--- src/rtl/wdog_pkg.sv ---
package wdog_pkg;
  typedef enum logic [1:0] {
    WD_OFF   = 2'b00,
    WD_SHORT = 2'b01,
    WD_MID   = 2'b10,
    WD_LONG  = 2'b11
  } wd_preset_e;
endpackage

--- src/rtl/wdog_svc_filter.sv ---
module wdog_svc_filter #(
  parameter int SYNC_STAGES = 2,
  parameter int MIN_LOW     = 2
) (
  input  logic clk_i,
  input  logic rst_ni,
  input  logic svc_ni,
  output logic svc_evt_o
);
  localparam int LW = $clog2(MIN_LOW + 1);

  logic [SYNC_STAGES-1:0] sync_q;
  logic [LW-1:0]          low_run_q;
  logic                   svc_s;

  genvar g;
  generate
    for (g = 0; g < SYNC_STAGES; g++) begin : g_sync
      if (g == 0) begin : g_first
        always_ff @(posedge clk_i or negedge rst_ni)
          if (!rst_ni) sync_q[0] <= 1'b1;
          else         sync_q[0] <= svc_ni;
      end else begin : g_next
        always_ff @(posedge clk_i or negedge rst_ni)
          if (!rst_ni) sync_q[g] <= 1'b1;
          else         sync_q[g] <= sync_q[g-1];
      end
    end
  endgenerate

  assign svc_s = sync_q[SYNC_STAGES-1];

  // one event per low pulse, fired when the run reaches MIN_LOW
  assign svc_evt_o = !svc_s && (low_run_q == LW'(MIN_LOW - 1));

  always_ff @(posedge clk_i or negedge rst_ni) begin
    if (!rst_ni)                         low_run_q <= '0;
    else if (svc_s)                      low_run_q <= '0;
    else if (low_run_q != LW'(MIN_LOW))  low_run_q <= low_run_q + 1'b1;
  end
endmodule

--- src/rtl/wdog_timer.sv ---
module wdog_timer
  import wdog_pkg::*;
#(
  parameter int T_SHORT = 40,
  parameter int T_MID   = 80,
  parameter int T_LONG  = 160
) (
  input  logic       clk_i,
  input  logic       rst_ni,
  input  logic       active_i,
  input  logic [1:0] preset_i,
  input  logic       svc_evt_i,
  input  logic       tick_i,
  output logic       expired_o
);
  localparam int CW = $clog2(T_LONG + 1);

  logic [CW-1:0] cnt_q, limit;
  logic [1:0]    preset_q;
  logic          exp_q;
  wd_preset_e    sel;

  assign sel = wd_preset_e'(preset_i);

  always_comb begin
    unique case (sel)
      WD_SHORT: limit = CW'(T_SHORT);
      WD_MID:   limit = CW'(T_MID);
      WD_LONG:  limit = CW'(T_LONG);
      default:  limit = '0;
    endcase
  end

  always_ff @(posedge clk_i or negedge rst_ni) begin
    if (!rst_ni) begin
      cnt_q    <= '0;
      exp_q    <= 1'b0;
      preset_q <= 2'b00;
    end else begin
      preset_q <= preset_i;
      if (!active_i || sel == WD_OFF) begin
        cnt_q <= '0;
        exp_q <= 1'b0;
      end else if (svc_evt_i) begin
        cnt_q <= '0;
        exp_q <= 1'b0;
      end else if (preset_i != preset_q) begin
        cnt_q <= '0;
      end else if (!exp_q && tick_i) begin
        if ({1'b0, cnt_q} + 1'b1 >= {1'b0, limit}) begin
          cnt_q <= limit;
          exp_q <= 1'b1;
        end else begin
          cnt_q <= cnt_q + 1'b1;
        end
      end
    end
  end

  assign expired_o = exp_q;
endmodule

--- src/rtl/wdog_chan_reg.sv ---
module wdog_chan_reg #(
  parameter int NCH = 8
) (
  input  logic           clk_i,
  input  logic           rst_ni,
  input  logic           clr_i,
  input  logic           load_i,
  input  logic [NCH-1:0] cmd_i,
  output logic [NCH-1:0] chan_o
);
  logic [NCH-1:0] cmd_q;

  always_ff @(posedge clk_i or negedge rst_ni) begin
    if (!rst_ni)     cmd_q <= '0;
    else if (clr_i)  cmd_q <= '0;
    else if (load_i) cmd_q <= cmd_i;
  end

  assign chan_o = cmd_q & {NCH{~clr_i}};
endmodule

--- src/rtl/wdog_supervisor.sv ---
module wdog_supervisor #(
  parameter int NCH     = 8,
  parameter int T_SHORT = 40,
  parameter int T_MID   = 80,
  parameter int T_LONG  = 160,
  parameter int MIN_LOW = 2
) (
  input  logic           clk_i,
  input  logic           rst_ni,
  input  logic           serial_mode_i,
  input  logic [1:0]     preset_i,
  input  logic           service_ni,
  input  logic           ms_tick_i,
  input  logic           cmd_load_i,
  input  logic [NCH-1:0] chan_cmd_i,
  output logic [NCH-1:0] chan_o,
  output logic           wd_reset_o
);
  logic svc_evt;
  logic expired;

  wdog_svc_filter #(.SYNC_STAGES(2), .MIN_LOW(MIN_LOW)) u_filt (
    .clk_i     (clk_i),
    .rst_ni    (rst_ni),
    .svc_ni    (service_ni),
    .svc_evt_o (svc_evt)
  );

  wdog_timer #(.T_SHORT(T_SHORT), .T_MID(T_MID), .T_LONG(T_LONG)) u_tmr (
    .clk_i     (clk_i),
    .rst_ni    (rst_ni),
    .active_i  (serial_mode_i),
    .preset_i  (preset_i),
    .svc_evt_i (svc_evt),
    .tick_i    (ms_tick_i),
    .expired_o (expired)
  );

  wdog_chan_reg #(.NCH(NCH)) u_chan (
    .clk_i  (clk_i),
    .rst_ni (rst_ni),
    .clr_i  (expired),
    .load_i (cmd_load_i),
    .cmd_i  (chan_cmd_i),
    .chan_o (chan_o)
  );

  assign wd_reset_o = expired;
endmodule

--- config.mk ---
export PLATFORM = sky130hd
export DESIGN_NAME = wdog_supervisor
export DESIGN_NICKNAME = d
export VERILOG_FILES = /design/src/rtl/wdog_pkg.sv /design/src/rtl/wdog_svc_filter.sv /design/src/rtl/wdog_timer.sv /design/src/rtl/wdog_chan_reg.sv /design/src/rtl/wdog_supervisor.sv
export SDC_FILE = /design/constraint.sdc
export NUM_CORES = 1
export LEC_CHECK = 0
export ABC_CLOCK_PERIOD_IN_PS = 6200
export BUFFER_PORTS_ARGS = -buffer_cell sky130_fd_sc_hd__clkbuf_2
export CAP_MARGIN = 20
export CORE_MARGIN = 3
export CORE_UTILIZATION = 45
export DETAILED_ROUTE_END_ITERATION = 12
export GPL_ROUTABILITY_DRIVEN = 0
export PLACE_DENSITY = 0.67
export SETUP_SLACK_MARGIN = 0.2
export SLEW_MARGIN = 20
export SYNTH_ARGS = -nofsm -noshare
export SYNTH_HDL_FRONTEND = slang
export SYNTH_HIERARCHICAL = 1
export SYNTH_SLANG_ARGS = --single-unit
--- constraint.sdc ---
create_clock -name clk_i -period 6.2 [get_ports clk_i]
set_clock_uncertainty 0.15 [all_clocks]
set_input_delay 0.62 -clock clk_i [delete_from_list [all_inputs] [get_ports clk_i]]
set_output_delay 0.62 -clock clk_i [all_outputs]
set_load 0.03 [all_outputs]
After elaboration in Yosys (flattened, before gate mapping):

Cells that the tools add are included.

* flip-flop bits (word level): 23
* input port bits: 16
* output and inout bits: 9
* logic and storage cells: 48

* add/sub/neg operators: 3
* $lt $le $gt $ge: 1
* equal/unequal tests: 7
* multiplexer cells: 15
* bitwise gates (word level): 2
* reduce and logical (&&, ||, !) cells: 13

Operators by type and width (number)
* 8-bit two-way mux: 7
* 8-bit case mux with 3 select lines: 1
* 8-bit by 1-bit adder with 9-bit output (second input constant): 1
* 9-bit by 8-bit >= comparator with 1-bit output: 1
* 8-bit by 1-bit adder with 8-bit output (second input constant): 1
* 8-bit AND: 1
* 3-bit nonzero test: 2
* 1-bit two-way mux: 5
* 2-bit by 1-bit == test with 1-bit output (second input constant): 2
* 2-bit == test (second input constant): 2
* 2-bit two-way mux: 2
* 2-bit nonzero test: 2
* 4-bit nonzero test: 1
* 1-bit logical NOT: 3
* 3-bit by 2-bit inequality test with 1-bit output (second input constant): 1
* 3-bit AND reduction: 1
* 2-bit by 1-bit adder with 2-bit output (second input constant): 1
* 1-bit logical AND: 2
* 2-bit logical NOT: 1
* 2-bit inequality test: 1
* 2-bit inequality test (second input constant): 1
* 1-bit logical OR: 1
* 1-bit NOT: 1

Depth between registers and ports, before layout:

* depth after elaboration: 8
* depth in mapped cells: 10
* mapped depth without buffers: 10

Modules after synthesis:

Netlist, hierarchy kept.

By module, submodules not included
* wdog_timer: instances 1, cells an instance 82, area an instance 798.3 um2, seq. area each 275.3 um2
* wdog_chan_reg: instances 1, cells an instance 34, area an instance 407.9 um2, seq. area each 200.2 um2
* wdog_svc_filter: instances 1, cells an instance 13, area an instance 167.7 um2, seq. area each 102.6 um2

Least setup slack after synthesis:

OpenSTA, ideal clock, no wires.

* path kind: register to register
* start point: reg u_tmr.cnt_q[0]
* end point: reg u_tmr.cnt_q[3]
* library setup time: 0.084 ns
* arrival time: 2.303 ns
* required time: 5.966 ns
* slack: 3.663 ns
* stages on the path, launching flop included: 11
* path buffers: 0
* period minus slack after synthesis: 2.537 ns
* cells stage by stage: dfrtp_1 > ha_1 > nand2_1 > nor2_1 > xor2_1 > ha_1 > a21o_1 > a21oi_1 > o211ai_2 > or4_1 > a41oi_2

* cells in the longest elaborated chain, start to end: 7
* elaborated cells between the ends (all ways): 8
* classes of those cells: add/sub: 2; order compare: 1; mux: 5

RTL lines
* from (decl): line wdog_timer.sv:18 `logic [CW-1:0] cnt_q, limit;`
* from (signal assigned): line wdog_timer.sv:51 `cnt_q <= limit;`
* from (signal assigned): line wdog_timer.sv:54 `cnt_q <= cnt_q + 1'b1;`
* 8-bit by 1-bit adder with 9-bit output: line wdog_timer.sv:50 `if ({1'b0, cnt_q} + 1'b1 >= {1'b0, limit}) begin`
* 9-bit by 8-bit >= comparator with 1-bit output: line wdog_timer.sv:50
* 8-bit two-way mux (*): line wdog_timer.sv:50
* 8-bit two-way mux (*): line wdog_timer.sv:49 `end else if (!exp_q && tick_i) begin`
* 8-bit two-way mux (*): line wdog_timer.sv:47 `end else if (preset_i != preset_q) begin`
* 8-bit two-way mux (*): line wdog_timer.sv:44 `end else if (svc_evt_i) begin`
* 8-bit two-way mux (*): line wdog_timer.sv:41 `if (!active_i || sel == WD_OFF) begin`

Mark *: on every way between the ends. The rest lies on a longest branch, timed or not. The select of a mux whose other input is x is not followed.
A chain may end at the register's enable or synchronous reset.

Worst setup path in the final report:

Ends and elaborated chain as after synthesis.

==> results.toml <==
[run_status]
status = "finished, final reports clean"

[setup_path]
critical_path.max_fanout = 6
cp_data_required_time_ps = 6290
arrival_ps = 2880
r2r_setup_slack_ps = 3420
worstSetupPathType = "reg -> reg"
crit_buf_inv = 0
start_kind = "flip-flop"
worstRegToRegCells = 10
path_cells = "ha_1 -> nand2_1 -> nor2_1 -> xor2_1 -> ha_1 -> a21o_1 -> a21oi_1 -> o211ai_2 -> or4_1 -> a41oi_2"
crit_path_max_incr_delay_ps = 450
cp_common_cell = "ha_1"
critPathCaptureType = "flip-flop"
r2r-start = "u_tmr/cnt_q[0]"
critPathSlowestCell = "or4_1"
crit_family = "compound AO/OA/AOI/OAI gates"
reg2reg_to = "u_tmr/cnt_q[3]"

[routing]
drtPass1Iterations = 4
routedWlPerCell_um = 13.55
drc_errors = 0
wirelength_um = 2493
drtIter0Drc = 34
vias = 1009
viasPerCell = 5.484
ant_nets = 0

[sta]
final-max-slew-violation-count = 0
max_slew_margin = 0.4370
rsz0062_at_grt = "false"
report.final.setup_viol = 0
max_freq_ghz = 0.3592
tightest_slew_ps = 838.1
finalHoldViolCount = 0
finalCritPeriodShare = 0.4490
fin_setup_tns_ps = 0
min_period_ps = 2784

[logic_synthesis]
yosysWarnings = 6
ys_seq_area_frac = 0.4208
syn_avg_cell_area_um2 = 10.65
synthCells = 129
synthTopCellsByArea = "dfrtp_1, ha_1, mux2i_1"
synth_top_area_frac = 0.3825
synth_top_area_cell = "dfrtp_1"
synth.distinct_cells = 38
syn_area_um2 = 1374
yosysMostFrequentCell = "dfrtp_1"
synth_seq_cells = 23
synth_edf_count = 0
ys.flop_type = "dfrtp_1"
synthArstFlopShare = 1.000
synth_common_cells = "dfrtp_1, nor2b_1, mux2i_1, nor2_2, ha_1"
syn_nets = 153

[floorplan]
core-area_um2 = 2829
rows = 19
fp.dieH_um = 61.26
die_area_um2 = 3752
dieWidth_um = 61.26
io_pins = 25
start_util = 0.4856

[place]
place.port_buffers = 24
hpwlAfterDp_um = 1949

[flow_run]
drv_cap = 0

[power_and_ir_drop]
leakagePower_uw = 0.0007412
power.total_uw = 322.4
powerDensity_nw_per_um2 = 211.1
ir_drop_mv = 0.1065

[global_route]
use_met1 = 0.1917
grt_pass1_vias = 977
grtUsageMet2 = 0.2538
use_met3 = 0.02516
busiest_layer = "met2"
grt_max_degree = 24
overflow = 0
grt_first_pass_wirelength_um = 4215
track_usage = 0.1494
antenna_found_initial = 0

[clock_network]
numCtsBuffers = 3
cts_setup_buffers = 0
cts.repair.resized = 0
cts_max_level = 1
cts_max_path_buffers = 2
clk_latency_ps = 310
cts_tree = "done"
cts.sinks = 23
clk_pin_slew_ps = 130
ctsHoldBuffers = 0
root_buffer = "clkbuf_4"

[cells_and_area]
fin_nets = 178
layout-drive-gt1-share = 0.3268
insertedDiodeCount = 0
syn_to_final_growth_pct = 11.20

[worst_hold_path]
hp-class = "in -> async"
-- state kept, by name, indices dropped and copies added, names as in the netlist --
register          cells
u_filt/sync_q         1
u_tmr/preset_q        2
u_tmr/expired_o       1
u_filt/svc_s          1
u_tmr/cnt_q           8
u_chan/cmd_q          8
u_filt/low_run_q      2
-- cell type report --
class | count | area, µm²
clock inverter | 1 | 5.005
tap | 31 | 38.79
fill | 257 | 1301
clock buffer | 3 | 22.52
timing repair buffer | 24 | 120.1
inverter | 5 | 18.77
multi-input combinational | 97 | 744.5
sequential | 23 | 578.1
-- metrics by stage --
stage | utilization | setup slack, ps | cell area, µm² | std cells | hold slack (ps)
final | 0.5400 | 3416 | 1528 | 184 | 120.9
after global routing | 0.5400 | 3221 | 1528 | 184 | 150.5
after CTS | 0.5400 | 3420 | 1528 | 184 | 128.4
after floorplan | - | 3663 | 1374 | 129 | 174.4
after global placement | 0.5303 | 3542 | 1500 | 180 | 196.8
after detailed placement | 0.5303 | 3458 | 1500 | 180 | 200.4
-- logic make-up after synthesis --
group / Yosys count / share of synthesized area
and+or+nand+nor: 55 / 0.2450
DFF: 23 / 0.4208
AOI/OAI and AO/OA: 17 / 0.1057
muxes: 10 / 0.07377
buffers and inverters: 9 / 0.03734
adders and majority gates: 8 / 0.07286
xor gates and xnor gates: 7 / 0.04463
-- power by group --
part           leakage, µW  internal [µW]  switching (µW)
Sequential        0.000289            163            8.56
Combinational     0.000434           33.6            47.3
Clock            0.0000177           24.1            45.6
-- placed cells by master, fill, tap and decap left out, types with 2 or more instances in the layout --
| master | n |
|---|---|
| inv_1 | 5 |
| mux2i_1 | 9 |
| clkbuf_2 | 24 |
| nor2_2 | 9 |
| nor2b_2 | 2 |
| or3_1 | 2 |
| clkbuf_4 | 3 |
| dfrtp_1 | 21 |
| xnor2_1 | 3 |
| a22o_1 | 3 |
| ha_1 | 8 |
| nand2_1 | 7 |
| nor2b_1 | 12 |
| o21ai_0 | 2 |
| nor2_1 | 5 |
| dfstp_2 | 2 |
| a21oi_1 | 3 |
| nand3_1 | 6 |
| nand2b_1 | 4 |
| xor2_1 | 4 |
-- worst max path at each step --
stage	cells past startpoint	end	from	slack [ps]
2_1_floorplan	10	u_tmr/cnt_q[3]	u_tmr/cnt_q[0]	3660
3_3_place_gp	9	u_tmr/cnt_q[3]	preset_i[0]	3540
3_5_place_dp	10	u_tmr/cnt_q[3]	u_tmr/cnt_q[0]	3460
4_1_cts	10	u_tmr/cnt_q[3]	u_tmr/cnt_q[0]	3420
5_1_grt	10	u_tmr/cnt_q[3]	u_tmr/cnt_q[0]	3220
6_report	10	u_tmr/cnt_q[3]	u_tmr/cnt_q[0]	3420
-- routing by layer --
layer,vias to the layer above,routed length (µm),share of wire
met3,2,104,0.042
met4,0,10,0.0040
met1,486,1127,0.45
li1,498,-,-
met2,23,1251,0.50
met5,-,0,0
(Power assumes the default switching activity.)
